File: src/rtl/cpsel_pkg.sv
package cpsel_pkg;
  localparam logic [7:0] DIRECT_TAG = 8'h03;

  typedef struct packed {
    logic take;  // beat handshake completes this cycle
    logic keep;  // beat column lies inside the active width
    logic sol;   // beat sits in column 0
    logic eof;   // beat is the last active pixel of the frame
  } beatStrobe_t;
endpackage

File: src/rtl/cpsel_ctrl.sv
module cpsel_ctrl
  import cpsel_pkg::*;
#(
  parameter int STRIDE = 1024,
  parameter int MAX_H  = 768
) (
  input  logic                        clk,
  input  logic                        rstN,
  input  logic                        inValid,
  input  logic                        stageFree,
  input  logic [$clog2(STRIDE+1)-1:0] cfgWidth,
  input  logic [$clog2(MAX_H+1)-1:0]  cfgHeight,
  output logic                        inReady,
  output logic                        palRe,
  output beatStrobe_t                 strb
);
  localparam int XW = $clog2(STRIDE);
  localparam int YW = $clog2(MAX_H);
  localparam int WW = $clog2(STRIDE+1);
  localparam int HW = $clog2(MAX_H+1);

  logic [XW-1:0] xPos;
  logic [YW-1:0] yPos;
  logic          lastX;
  logic          lastY;

  assign lastX = (xPos == XW'(STRIDE - 1));
  assign lastY = (HW'(yPos) == cfgHeight - HW'(1));

  assign inReady   = stageFree;
  assign strb.take = inValid && stageFree;
  assign strb.keep = WW'(xPos) < cfgWidth;
  assign strb.sol  = (xPos == '0);
  assign strb.eof  = lastY && (WW'(xPos) == cfgWidth - WW'(1));
  assign palRe     = strb.take && strb.keep;

  always_ff @(posedge clk or negedge rstN) begin
    if (!rstN) begin
      xPos <= '0;
      yPos <= '0;
    end else if (strb.take) begin
      if (lastX) begin
        xPos <= '0;
        yPos <= lastY ? '0 : yPos + YW'(1);
      end else begin
        xPos <= xPos + XW'(1);
      end
    end
  end

  AST_Y_RANGE: assert property (@(posedge clk) disable iff (!rstN)
    HW'(yPos) < cfgHeight);

  AST_PAL_GATED: assert property (@(posedge clk) disable iff (!rstN)
    palRe |-> (inValid && inReady));
endmodule

File: src/rtl/cpsel_dp.sv
module cpsel_dp
  import cpsel_pkg::*;
(
  input  logic        clk,
  input  logic        rstN,
  input  beatStrobe_t strb,
  input  logic [7:0]  inIdx,
  input  logic [31:0] inDirect,
  input  logic [31:0] inCtrl,
  input  logic [23:0] palColor,
  input  logic        outReady,
  output logic        stageFree,
  output logic [7:0]  palIdx,
  output logic        outValid,
  output logic [23:0] outRgb,
  output logic        outSol,
  output logic        outEof
);
  localparam int BYTES = 3;

  logic [23:0] directRgb;
  logic        isDirect;
  logic        unusedBits;

  logic        s1Valid;
  logic        s1Direct;
  logic [23:0] s1Rgb;
  logic        s1Sol;
  logic        s1Eof;

  // storage is b,g,r from high to low; output is r,g,b from high to low
  for (genvar g = 0; g < BYTES; g++) begin : gSwap
    assign directRgb[8*g +: 8] = inDirect[8*(BYTES-1-g) +: 8];
  end

  assign isDirect   = (inCtrl[31:24] == DIRECT_TAG);
  assign unusedBits = ^{inCtrl[23:0], inDirect[31:24]};
  assign palIdx     = inIdx;
  assign stageFree  = !s1Valid || outReady;

  always_ff @(posedge clk or negedge rstN) begin
    if (!rstN) begin
      s1Valid  <= 1'b0;
      s1Direct <= 1'b0;
      s1Rgb    <= '0;
      s1Sol    <= 1'b0;
      s1Eof    <= 1'b0;
    end else if (stageFree) begin
      s1Valid <= strb.take && strb.keep;
      if (strb.take && strb.keep) begin
        s1Direct <= isDirect;
        s1Rgb    <= directRgb;
        s1Sol    <= strb.sol;
        s1Eof    <= strb.eof;
      end
    end
  end

  assign outValid = s1Valid;
  assign outRgb   = s1Direct ? s1Rgb : palColor;
  assign outSol   = s1Sol;
  assign outEof   = s1Eof;

  AST_STALL_HOLD: assert property (@(posedge clk) disable iff (!rstN)
    (s1Valid && !outReady) |=> (s1Valid && $stable(s1Rgb) && $stable(s1Direct)
                                && $stable(s1Sol) && $stable(s1Eof)));

  AST_OUT_FROM_KEPT: assert property (@(posedge clk) disable iff (!rstN)
    $rose(s1Valid) |-> $past(strb.take && strb.keep));
endmodule

File: src/rtl/cplane_pixel_mux.sv
module cplane_pixel_mux
  import cpsel_pkg::*;
#(
  parameter int STRIDE = 1024,
  parameter int MAX_H  = 768
) (
  input  logic                        clk,
  input  logic                        rstN,
  input  logic [$clog2(STRIDE+1)-1:0] cfgWidth,
  input  logic [$clog2(MAX_H+1)-1:0]  cfgHeight,
  input  logic                        inValid,
  output logic                        inReady,
  input  logic [7:0]                  inIdx,
  input  logic [31:0]                 inDirect,
  input  logic [31:0]                 inCtrl,
  output logic                        palRe,
  output logic [7:0]                  palIdx,
  input  logic [23:0]                 palColor,
  output logic                        outValid,
  input  logic                        outReady,
  output logic [23:0]                 outRgb,
  output logic                        outSol,
  output logic                        outEof
);
  beatStrobe_t strb;
  logic        stageFree;

  cpsel_ctrl #(.STRIDE(STRIDE), .MAX_H(MAX_H)) uCtrl (
    .clk(clk), .rstN(rstN), .inValid(inValid), .stageFree(stageFree),
    .cfgWidth(cfgWidth), .cfgHeight(cfgHeight),
    .inReady(inReady), .palRe(palRe), .strb(strb)
  );

  cpsel_dp uDp (
    .clk(clk), .rstN(rstN), .strb(strb), .inIdx(inIdx), .inDirect(inDirect),
    .inCtrl(inCtrl), .palColor(palColor), .outReady(outReady),
    .stageFree(stageFree), .palIdx(palIdx), .outValid(outValid),
    .outRgb(outRgb), .outSol(outSol), .outEof(outEof)
  );
endmodule

File: config.mk
export PLATFORM = sky130hd
export DESIGN_NAME = cplane_pixel_mux
export DESIGN_NICKNAME = d
export VERILOG_FILES = /design/src/rtl/cpsel_pkg.sv /design/src/rtl/cpsel_ctrl.sv /design/src/rtl/cpsel_dp.sv /design/src/rtl/cplane_pixel_mux.sv
export SDC_FILE = /design/constraint.sdc
export NUM_CORES = 1
export LEC_CHECK = 0
export ABC_AREA = 1
export BUFFER_PORTS_ARGS = -buffer_cell sky130_fd_sc_hd__buf_2
export CAP_MARGIN = 20
export CORE_ASPECT_RATIO = 0.8
export CORE_MARGIN = 4
export CORE_UTILIZATION = 52
export DETAILED_ROUTE_END_ITERATION = 8
export GPL_ROUTABILITY_DRIVEN = 0
export GPL_TIMING_DRIVEN = 0
export PLACE_DENSITY = 0.87
export SYNTH_ARGS = -nofsm -noshare
export SYNTH_HDL_FRONTEND = slang
export SYNTH_SLANG_ARGS = --single-unit
File: constraint.sdc
create_clock -name clk -period 4.75 [get_ports clk]
set_clock_uncertainty 0.2 [all_clocks]
set_input_delay 0.95 -clock clk [delete_from_list [all_inputs] [get_ports clk]]
set_output_delay 0.95 -clock clk [all_outputs]
set_load 0.01 [all_outputs]
==> impl_metrics.tcl <==
set metrics [dict create \
    cts_buffer_depth 2 \
    ys_async_sr_fraction_pct 100 \
    cp-end-kind "primary output" \
    crit_required_ns 3.60 \
    cts-hold-fix-buffers 0 \
    synth_seq_area_share_pct 33.1 \
    power.density_nw_per_um2 277 \
    r2r_slack_ns 2.46 \
    syn_area_um2 3630 \
    whs_ns 0.281 \
    viasPerCell 4.93 \
    synth_edf_count 0 \
    finalSetupTns_ns 0 \
    cts_setup_buffers 0 \
    grt_pass1_wl_um 15100 \
    relSlewSlack_pct 71.6 \
    drive_gt1_share_pct 25.6 \
    num_vias 3716 \
    total_power_mw 1.23 \
    syn2layout_area_growth_pct 21.8 \
    fmax_mhz 271 \
    grt_antenna_before_repair 0 \
    worstMarginPinSlew_ns 0.426 \
    grtUsageTotal_pct 22.2 \
    critPathMaxFanout 10 \
    grt_max_degree 49 \
    die_h_um 82.7 \
    drv_slew 0 \
    io_buffers 117 \
    ys_warn_count 0 \
    die_w_um 101 \
    clk_latency_ns 0.29 \
    diodes 0 \
    cp.arrival_ns 2.54 \
    initial_core_util_pct 55.2 \
    finalCriticalPeriod_ns 3.69 \
    cts.clk_slew.worst_paths_ns 0.09 \
    syn_nets 680 \
    wl_per_cell_um 12.4 \
    worstSetupStartpointType "input pin" \
    rows 26 \
    synthCells 544 \
    vdd_ir_drop_max_mv 0.157 \
    drc_errors 0 \
    dr.pass1.iters 4 \
    overflow 0 \
    fin_crit_sh_pct 77.7 \
    ioPinCount 158 \
    worstSetupPathType "input pin to primary output" \
    cts_buffers 5 \
    num-nets-final 805 \
    ant_nets 0 \
    setup_viol 0 \
    rsz0062_at_grt "no" \
    grt_pass1_vias 3395 \
    dieArea_um2 8390 \
    synth_cell_types 36 \
    cts-root-buf "clkbuf_8" \
    cts-resized-gates 0 \
    wirelength_um 9320 \
    total_leakage_power_nw 2.57 \
    holdCritPathClass "input pin to async pin" \
    drv_cap 0 \
    synth_ff_type "dfrtp_1" \
    avgSynthCellArea_um2 6.67 \
    ys_ff_latch 48 \
    hold_viol 0 \
    dpl.hpwl_um 7750 \
    status "completed" \
    h-tree-depth 2 \
    core_um2 6570 \
    first_iter_violations 130 \
    clock_sinks 48 \
    cts_tree "built" \
]
==> per-stage QoR <==
stage | utilization, % | instances | area [µm²] | setup slack [ns]
after floorplan | - | 544 | 3630 | 1.54
after global placement | 65.7 | 745 | 4320 | 1.08
after detailed placement | 65.7 | 745 | 4320 | 1.08
after CTS | 67.0 | 752 | 4400 | 1.06
after global routing | 67.3 | 753 | 4420 | 0.896
final | 67.3 | 753 | 4420 | 1.06
==> cells by family (layout without fill, tap and decap cells) <==
family	Yosys count	after routing	share of synthesized area [%]
AO/OA/AOI/OAI	28	28	4.28
flip-flops	48	48	33.1
adder cells (fa/ha/maj)	15	15	5.17
XOR/XNOR	27	27	6.52
buffers and inverters	86	211	10.2
AND/OR/NAND/NOR	340	340	40.8
==> layer usage <==
layer  vias up  GRT usage (%)  wire, µm
met5         -              0         0
met1      1654           28.8      4030
li1       1923              -         -
met3         6           3.78       665
met2       133           40.4      4580
met4         0           2.66        46
==> critical path: stages <==
cell	delay, ns
buf_2	0.12
inv_1	0.07
ha_1	0.31
a21oi_1	0.12
o21ai_0	0.10
a21oi_2	0.16
nand3_2	0.22
inv_2	0.11
buf_2	0.21
buf_2	0.16
==> cell usage in the layout, fill, tap and decap left out, drive strengths merged <==
master and n:
inv 63, clkbuf 12, nor3 5, nand3b 4, clkinv 4, clkinvlp 1, xor2 16, buf 131
o21ai 17, nand3 36, nand2 245, o221ai 1, a211oi 1, o22ai 1, a21oi 8, nor4 3
ha 15, xnor2 11, nand4 7, nor2 40, dfrtp 48
==> synthesized netlist by cell type (2+ instances only) <==
| master | number | area share (%) |
|---|---|---|
| nand2_1 | 240 | 25 |
| inv_1 | 55 | 5.7 |
| dfrtp_1 | 48 | 33 |
| nor2_1 | 31 | 3.2 |
| nand3_1 | 30 | 4.1 |
| xor2_1 | 16 | 3.9 |
| ha_1 | 15 | 5.2 |
| o21ai_0 | 11 | 1.5 |
| xnor2_1 | 11 | 2.7 |
| buf_4 | 9 | 1.9 |
| inv_2 | 8 | 0.83 |
| a21oi_1 | 7 | 0.97 |
| clkbuf_1 | 7 | 0.72 |
| nand4_1 | 6 | 1.0 |
| nor2_2 | 6 | 1.0 |
| nand3_2 | 5 | 1.4 |
| nor3_1 | 5 | 0.69 |
| o21ai_1 | 5 | 0.69 |
| nand2_2 | 4 | 0.69 |
| buf_2 | 3 | 0.41 |
| nand3b_1 | 3 | 0.62 |
| nor4_1 | 3 | 0.52 |
| clkinv_1 | 2 | 0.21 |
| nor2_4 | 2 | 0.62 |
==> path summary, 6_finish.rpt <==
check	from	cells after the start	endpoint
setup / recovery	cfgWidth[4]	10	palRe
hold reg to reg	uDp.s1Rgb[5]$_DFFE_PN0P_	2	uDp.s1Rgb[5]$_DFFE_PN0P_
max in group asynchronous	rstN	2	uDp.outValid$_DFFE_PN0N_
hold / removal	rstN	1	uDp.s1Rgb[17]$_DFFE_PN0P_
min in group clk	uDp.s1Rgb[5]$_DFFE_PN0P_	2	uDp.s1Rgb[5]$_DFFE_PN0P_
setup reg to reg	uCtrl.xPos[9]$_DFFE_PN0P_	10	uDp.s1Rgb[10]$_DFFE_PN0P_
==> registers in the layout (all words and copies together), names as in the netlist <==
signal,count
uDp.s1Rgb,24
uDp.outSol,1
uDp.s1Direct,1
uDp.outValid,1
uDp.outEof,1
uCtrl.xPos,10
uCtrl.yPos,10
==> power by group <==
part | internal (mW) | switching [mW]
combinational | 0.177 | 0.258
sequential | 0.486 | 0.0727
clock | 0.0999 | 0.131
total | 0.763 | 0.462
==> area by class of cell <==
class / count / area [µm²]
fill: 571 / 2150
multi-input combinational: 410 / 2060
sequential: 48 / 1200
timing repair buffer: 118 / 606
inverter: 66 / 249
buffer: 20 / 120
tap: 84 / 105
clock buffer: 5 / 68.8
clock inverter: 2 / 12.5
Power figures use the tool's default switching activity.
